## src/rtl/ea_pkg.sv

```systemverilog
package ea_pkg;
    localparam int FIELD_W = 6;
    localparam int MODE_W  = 3;
    localparam int REG_W   = 4;
    localparam int SIZE_W  = 3;
    localparam int EXT_W   = 3;
    localparam int SUB_W   = FIELD_W - MODE_W;

    typedef struct packed {
        logic pcrel;
        logic absolute;
        logic indexed;
        logic offset;
        logic predec;
        logic postinc;
        logic immed;
        logic direct;
    } ea_flags_t;

    localparam int FLAGS_W = $bits(ea_flags_t);

    typedef struct packed {
        logic [REG_W-1:0] reg_num;
        ea_flags_t        flags;
        logic             illegal;
        logic [EXT_W-1:0] ext_words;
    } ea_result_t;

    localparam int RESULT_W = $bits(ea_result_t);

    // Extension words carried by an immediate operand, per size code.
    function automatic logic [EXT_W:0] imm_words(input logic [SIZE_W-1:0] sz);
        logic [EXT_W:0] r;  // MSB marks an unusable size code
        case (sz)
            3'd0, 3'd1: r = {1'b0, 3'd1};
            3'd2:       r = {1'b0, 3'd2};
            3'd3:       r = {1'b0, 3'd4};
            3'd4:       r = {1'b0, 3'd6};
            default:    r = {1'b1, 3'd0};
        endcase
        return r;
    endfunction
endpackage

```

## src/rtl/ea_mode_classify.sv

```systemverilog
module ea_mode_classify
    import ea_pkg::*;
(
    input  logic [FIELD_W-1:0] field,
    output logic [REG_W-1:0]   reg_num,
    output ea_flags_t          flags,
    output logic               bad_code,
    output logic               needs_imm,
    output logic [EXT_W-1:0]   fixed_ext
);
    logic [MODE_W-1:0] mode;
    logic [SUB_W-1:0]  sub;

    assign mode = field[FIELD_W-1:SUB_W];
    assign sub  = field[SUB_W-1:0];

    always_comb begin
        reg_num   = {1'b1, sub};
        flags     = '0;
        bad_code  = 1'b0;
        needs_imm = 1'b0;
        fixed_ext = '0;
        case (mode)
            3'd0, 3'd1: begin
                reg_num      = field[REG_W-1:0];
                flags.direct = 1'b1;
            end
            3'd2: ;
            3'd3: flags.postinc = 1'b1;
            3'd4: flags.predec  = 1'b1;
            3'd5: begin
                flags.offset = 1'b1;
                fixed_ext    = 3'd1;
            end
            3'd6: begin
                flags.indexed = 1'b1;
                fixed_ext     = 3'd1;
            end
            default: begin
                reg_num = {1'b0, sub};
                case (sub)
                    3'd0: begin flags.absolute = 1'b1; fixed_ext = 3'd1; end
                    3'd1: begin flags.absolute = 1'b1; fixed_ext = 3'd2; end
                    3'd2: begin
                        flags.pcrel  = 1'b1;
                        flags.offset = 1'b1;
                        fixed_ext    = 3'd1;
                    end
                    3'd3: begin
                        flags.pcrel   = 1'b1;
                        flags.indexed = 1'b1;
                        fixed_ext     = 3'd1;
                    end
                    3'd4: begin
                        flags.immed = 1'b1;
                        needs_imm   = 1'b1;
                    end
                    default: bad_code = 1'b1;
                endcase
            end
        endcase
    end
endmodule

```

## src/rtl/ea_ext_count.sv

```systemverilog
module ea_ext_count
    import ea_pkg::*;
(
    input  logic               needs_imm,
    input  logic [EXT_W-1:0]   fixed_ext,
    input  logic [SIZE_W-1:0]  size_code,
    output logic [EXT_W-1:0]   ext_words,
    output logic               size_bad
);
    logic [EXT_W:0] imm;

    assign imm       = imm_words(size_code);
    assign ext_words = needs_imm ? imm[EXT_W-1:0] : fixed_ext;
    assign size_bad  = needs_imm & imm[EXT_W];
endmodule

```

## src/rtl/ea_result_stage.sv

```systemverilog
module ea_result_stage
    import ea_pkg::*;
(
    input  logic       clk,
    input  logic       rst,
    input  logic       in_valid,
    output logic       in_ready,
    input  ea_result_t in_data,
    output logic       out_valid,
    input  logic       out_ready,
    output ea_result_t out_data
);
    logic take;

    assign in_ready = !out_valid || out_ready;
    assign take     = in_valid && in_ready;

    always_ff @(posedge clk) begin
        if (rst) begin
            out_valid <= 1'b0;
            out_data  <= '0;
        end else begin
            if (take) begin
                out_valid <= 1'b1;
                out_data  <= in_data;
            end else if (out_ready) begin
                out_valid <= 1'b0;
            end
        end
    end

    // a stalled response keeps its value and its valid
    p_stall_hold_r10: assert property (@(posedge clk) disable iff (rst)
        (out_valid && !out_ready) |=> (out_valid && $stable(out_data)));

    // an accepted request shows up as a valid response next cycle
    p_accept_valid_r9: assert property (@(posedge clk) disable iff (rst)
        (in_valid && in_ready) |=> out_valid);

    // an illegal response carries no flags and no words
    p_illegal_clean_r8: assert property (@(posedge clk) disable iff (rst)
        (out_valid && out_data.illegal) |-> (out_data.flags == '0 && out_data.ext_words == '0));

    // a direct response needs no extension words
    p_direct_noext_r1: assert property (@(posedge clk) disable iff (rst)
        (out_valid && out_data.flags.direct) |-> (out_data.ext_words == '0 && !out_data.illegal));

    // apart from the PC-relative qualifier at most one mode flag is set
    p_single_mode_r2: assert property (@(posedge clk) disable iff (rst)
        out_valid |-> $onehot0(out_data.flags[FLAGS_W-2:0]));

    // an accepted immediate always asks for at least one word
    p_imm_words_r7: assert property (@(posedge clk) disable iff (rst)
        (out_valid && out_data.flags.immed) |-> (out_data.ext_words != '0));
endmodule

```

## src/rtl/ea_field_decoder.sv

```systemverilog
module ea_field_decoder
    import ea_pkg::*;
(
    input  logic                 clk,
    input  logic                 rst,
    input  logic                 req_valid,
    output logic                 req_ready,
    input  logic [FIELD_W-1:0]   req_field,
    input  logic [SIZE_W-1:0]    req_size,
    output logic                 rsp_valid,
    input  logic                 rsp_ready,
    output logic [REG_W-1:0]     rsp_reg,
    output logic [FLAGS_W-1:0]   rsp_flags,
    output logic                 rsp_illegal,
    output logic [EXT_W-1:0]     rsp_ext
);
    logic [REG_W-1:0] cls_reg;
    ea_flags_t        cls_flags;
    logic             cls_bad;
    logic             cls_imm;
    logic [EXT_W-1:0] cls_fixed;
    logic [EXT_W-1:0] cnt_ext;
    logic             cnt_bad;
    logic             is_illegal;
    ea_result_t       next_res;
    ea_result_t       held_res;

    ea_mode_classify u_classify (
        .field     (req_field),
        .reg_num   (cls_reg),
        .flags     (cls_flags),
        .bad_code  (cls_bad),
        .needs_imm (cls_imm),
        .fixed_ext (cls_fixed)
    );

    ea_ext_count u_count (
        .needs_imm (cls_imm),
        .fixed_ext (cls_fixed),
        .size_code (req_size),
        .ext_words (cnt_ext),
        .size_bad  (cnt_bad)
    );

    assign is_illegal = cls_bad | cnt_bad;

    always_comb begin
        next_res.reg_num   = cls_reg;
        next_res.illegal   = is_illegal;
        next_res.flags     = is_illegal ? '0 : cls_flags;
        next_res.ext_words = is_illegal ? '0 : cnt_ext;
    end

    ea_result_stage u_stage (
        .clk       (clk),
        .rst       (rst),
        .in_valid  (req_valid),
        .in_ready  (req_ready),
        .in_data   (next_res),
        .out_valid (rsp_valid),
        .out_ready (rsp_ready),
        .out_data  (held_res)
    );

    assign rsp_reg     = held_res.reg_num;
    assign rsp_flags   = held_res.flags;
    assign rsp_illegal = held_res.illegal;
    assign rsp_ext     = held_res.ext_words;
endmodule

```

## config.mk

```make
export PLATFORM = sky130hd
export DESIGN_NAME = ea_field_decoder
export DESIGN_NICKNAME = d
export VERILOG_FILES = /design/src/rtl/ea_pkg.sv /design/src/rtl/ea_mode_classify.sv /design/src/rtl/ea_ext_count.sv /design/src/rtl/ea_result_stage.sv /design/src/rtl/ea_field_decoder.sv
export SDC_FILE = /design/constraint.sdc
export NUM_CORES = 1
export LEC_CHECK = 0
export ABC_AREA = 0
export BUFFER_PORTS_ARGS = -buffer_cell sky130_fd_sc_hd__buf_2
export CAP_MARGIN = 0
export CORE_MARGIN = 5
export CORE_UTILIZATION = 40
export CTS_BUF_LIST = sky130_fd_sc_hd__clkbuf_4 sky130_fd_sc_hd__clkbuf_8
export DETAILED_ROUTE_END_ITERATION = 12
export GPL_ROUTABILITY_DRIVEN = 1
export GPL_TIMING_DRIVEN = 0
export HOLD_SLACK_MARGIN = 0.1
export MAX_ROUTING_LAYER = met4
export PLACE_DENSITY = 0.68
export SETUP_SLACK_MARGIN = 0.15
export SLEW_MARGIN = 40
export SYNTH_ARGS = -nofsm -noshare
export SYNTH_HDL_FRONTEND = slang
export SYNTH_SLANG_ARGS = --single-unit
```

## constraint.sdc

```tcl
create_clock -name clk -period 2.9 [get_ports clk]
set_input_delay 0.435 -clock clk [delete_from_list [all_inputs] [get_ports clk]]
set_output_delay 0.435 -clock clk [all_outputs]
set_load 0.1 [all_outputs]
```

# == Word-level counts from Yosys, hierarchy flattened ==
# Index checks and enable logic that the tools add are counted.
# totals
regBits,17
inputBits,13
out_inout_bits,18
wordCells,70
# op_classes
n_eq_ne,14
mux,23
bitwise_logic,2
n_reduce_logical,19
# ops
operator,count
$eq A3 B2 Y1 const B,6
$pmux W4 S4,1
$eq A3 B3 Y1 const B,5
$reduce_or A5 Y1,3
$mux W1,13
$reduce_or A6 Y1,2
$reduce_or A2 Y1,5
$eq A3 B1 Y1 const B,3
$logic_not A3 Y1,3
$mux W8,1
$pmux W4 S2,1
$reduce_or A7 Y1,1
$mux W3,2
$pmux W3 S2,1
$pmux W1 S2,2
$pmux W2 S2,1
$reduce_or A3 Y1,1
$mux W2,1
$reduce_bool A2 Y1,1
$and A1 B1 Y1,1
$logic_and A1 B1 Y1,1
$logic_not A1 Y1,1
$logic_or A1 B1 Y1,1
$or A1 B1 Y1,1

# == Depth between registers and ports, before layout ==
# depth
word_depth,6
depth_mapped,5
depth_no_buf,4

# == By module ==
# A second synthesis with hierarchy kept.
# unflattened
hier_cells,135
hier_area_um2,1232.4
# by_module_without_submodules
module,instances,cells_per_inst,area_per_inst_um2,seq_area_each_um2
ea_result_stage,1,78,795.8,340.3
ea_mode_classify,1,32,198.9,0.0
ea_field_decoder,1,14,161.4,0.0
ea_ext_count,1,11,76.3,0.0

# == Worst setup path before layout ==
# OpenSTA, ideal clock, no wires.
# synth_path
kind,flip-flop to flip-flop
from,reg u_stage.out_valid
to,reg u_stage.out_data[8] (netlist name)
setup_time_ns,0.073
arrival_time_ns,2.330
t_required_ns,2.827
slack_ns,0.498
stages_incl_launch_ff,6
n_path_buf,1
synth_period_minus_slack_ns,2.402
cell_sequence,dfxtp_1 > nand2b_2 > and2_2 > clkbuf_8 > nor2_1 > o2bb2ai_1
# synth_via
elab_chain_cells,3
# synth_lines
element,line,text
from (decl),ea_result_stage.sv:9,"output logic out_valid,"
from (signal assigned),ea_result_stage.sv:20,out_valid <= 1'b0;
from (signal assigned),ea_result_stage.sv:24,out_valid <= 1'b1;
from (signal assigned),ea_result_stage.sv:27,out_valid <= 1'b0;
$logic_not A1 Y1,ea_result_stage.sv:15,assign in_ready = !out_valid || out_ready;
$logic_or A1 B1 Y1,ea_result_stage.sv:15,
net req_ready,ea_field_decoder.sv:7,"output logic req_ready,"
$logic_and A1 B1 Y1,ea_result_stage.sv:16,assign take = in_valid && in_ready;
to (signal assigned),ea_result_stage.sv:25,out_data <= in_data;
to (decl),ea_result_stage.sv:11,output ea_result_t out_data
# The timed path passes the listed nets, and every way through them passes these cells.
# A chain may end at the register's enable or synchronous reset.

# == Worst setup path after layout ==
# layout_path
from,reg u_stage.out_valid
to,out req_ready
# layout_via
elab_chain_cells,2
# layout_lines
element,line
$logic_not A1 Y1,ea_result_stage.sv:15
$logic_or A1 B1 Y1,ea_result_stage.sv:15
to (decl),ea_field_decoder.sv:7
# No other way between the ends.

==> metrics <==
die area=0.00292 mm2; Synth Warn #=0; Buf/Inv on CP=1; Async SR Flop Fraction=0%; share of cells above drive strength 1=31.0%; H-tree levels=1; CTS tree=yes; IO Port Bufs=29; number of synthesized flops with an enable pin=0; synthesized area=774 um2; post-CTS sizing=0; Vert. Die Dim=roughly 54 um; Worst-Margin Slew=about 0.5 ns; Compound-Gate Fraction of Synth Area=17.8%; fin crit period=1.58 ns; status=finished clean; Max clock buf depth=2; # fillers=204; largest net degree at the start of global routing=11; first-pass GRT wire length=2990 um; vias in the first global route=730; metal2 WL=873 um; CP delay by family, top=buffers and inverters; Cells after Synth=between 90 and 100; grt total ovfl=0; Ant. Diodes=0; Area Overhead vs Synth=27.0%; CP max stage cell=buf_2; worst path cell trace=nand2b_2, buf_2; Yosys top cell area share=between 40% and 50%; RSZ-0062 raised after global routing=no; cts bufs inserted=3; post-DR vias/cell=4.94; GP Congestion=0.788; clk_lat worst skew=~0.29 ns; DRC viols=0; max_cap viols=0; top cell type by total area after synthesis=dfxtp_1; max-slew violations=0; Leak=0.438 nW; critical path required time=approximately 2.5 ns; setup TNS=0 ns; antenna violations before repair=0; width of the die=54 um; sequential area share after synthesis=43.9%; Inst Count DP=approximately 150; Post-Syn Nets=109; Routed Wire Length=between 1500 and 2000 um; synth top area cells=dfxtp_1, nand2_1, a21oi_1, or3_1, nor2_1; clk slew on worst S/H paths=0.10 ns; Hold Path Class=in2reg; Max-slew headroom=67.6%; Post-Synth XOR/XNOR Area=1.13%; # nets final=143; Max FO, Critical Path=5; main combinational cell family by area after synthesis=simple AND/OR/NAND/NOR gates; num rows=16; commonest cells in the netlist=nand2_1, dfxtp_1, a21oi_1; largest incremental delay on the critical path=approximately 0.43 ns; final setup violation count=0; Synth Area in Simple Gates=30.5%; vias=about 770; unique cell type count in the Yosys netlist=27; Arrival @ worst endpoint=1.15 ns; Core Box Area=0.00190 mm2; critical path endpoint category=output port; Setup CP Type=reg2out; post-CTS setup buffers=0; Top FF cell, synth=dfxtp_1; final hold vios=0; CTS Sinks=17; drt wl/cell=11.7 um; hold buffer count at CTS=0; top-count cell post-synth=nand2_1; CP startpoint kind=register; Pwr Density=514 mW/mm2; final period utilization=a little over half; fmax=633 MHz; met3 WL=51 um; number of synthesized register bits=17; Antenna Nets Post-Route=0; clk_skew=0.00320 ns; I/O pins=31; Adder-Cell Fraction of Synth Area=0%; 1st-iter DRT viols=8; Post-Syn Area per Cell=8.07 um2; Top Layer Used=met4; GRT Total Usage=14.4%; root buffer cell=clkbuf_4; Worst IR Drop VDD=0.000271 V; routed metal-1 wirelength=between 800 and 900 um; DP Wirelength=1360 um; initial core utilization=between 40% and 50%; mux cell area share after synthesis=1.29%; Initial DRT Pass Iterations=6; final non-filler cell total=around 160
-- where the power goes --
group,total [mW],internal [mW],leakage (nW),switching [mW]
Sequential,0.244,0.241,0.138,0.00334
Clock,0.135,0.0628,0.0184,0.0726
Combinational,0.125,0.0282,0.281,0.0970
Total,0.505,0.332,0.438,0.173
-- sequential cells by signal (all words and copies together), names as in the netlist --
| register | cells |
|---|---|
| u_stage.out_data | 16 |
| u_stage.out_valid | 1 |
-- worst reg2reg max path, delay by kind of cell, from the launching register on --
| family | cells | cell delay (ns) |
|---|---|---|
| simple gates | 3 | 0.70 |
| flops | 1 | 0.33 |
| compound gates | 1 | 0.18 |
-- path summary, 6_finish.rpt --
check        cells after the start              endpoint  slack, ns                  from
min reg2reg                      2  u_stage.out_data[15]       0.45  u_stage.out_data[15]
max reg2reg                      4   u_stage.out_data[2]       1.62     u_stage.out_valid
max                              2             req_ready       1.32     u_stage.out_valid
min                              3     u_stage.out_valid       0.40             req_valid
-- layout by cell type, fill, tap and decap left out, types with 2 or more instances in the layout --
master / count
a21oi_1: 14
buf_2: 30
clkbuf_4: 4
dfxtp_1: 17
inv_1: 2
nand2_1: 21
nand3_1: 4
nand3b_1: 3
nor2_1: 8
o21ai_0: 3
o2bb2ai_1: 2
or3_1: 5
-- cells by family (layout without fill, tap and decap cells) --
logic type,count (synthesis),in the layout
buffers and inverters,6,39
muxes,1,1
and+or+nand+nor,48,48
xor gates and xnor gates,1,1
AOI/OAI and AO/OA,23,23
DFF,17,17
-- layer usage --
layer | GRT usage [%] | vias to the layer above
met3 | 2.49 | 4
met5 | - | -
met1 | 16.4 | 351
met2 | 24.0 | 18
met4 | 7.47 | 0
li1 | - | 398
-- stage by stage --
step                      power (mW)  setup WS [ns]  utilization [%]  hold slack [ns]  cell area, um2
after floorplan                0.345          0.498                -            0.564             774
after global placement         0.375           1.39             50.1            0.434             953
after detailed placement       0.375           1.38             50.1            0.434             953
after CTS                      0.509           1.31             51.7            0.396             983
after global routing           0.526           1.26             51.7            0.426             983
final                          0.505           1.32             51.7            0.401             983
-- area by class of cell --
type | count | area, um2 | area share (%)
Buffer | 4 | 33.8 | 3.44
Tap cell | 27 | 33.8 | 3.44
Clock buffer | 4 | 30.0 | 3.05
Multi-Input combinational cell | 73 | 393 | 39.9
Sequential cell | 17 | 340 | 34.6
Inverter | 2 | 7.51 | 0.763
Timing Repair Buffer | 29 | 145 | 14.8
Note: power is estimated with default switching activity, not from simulation.
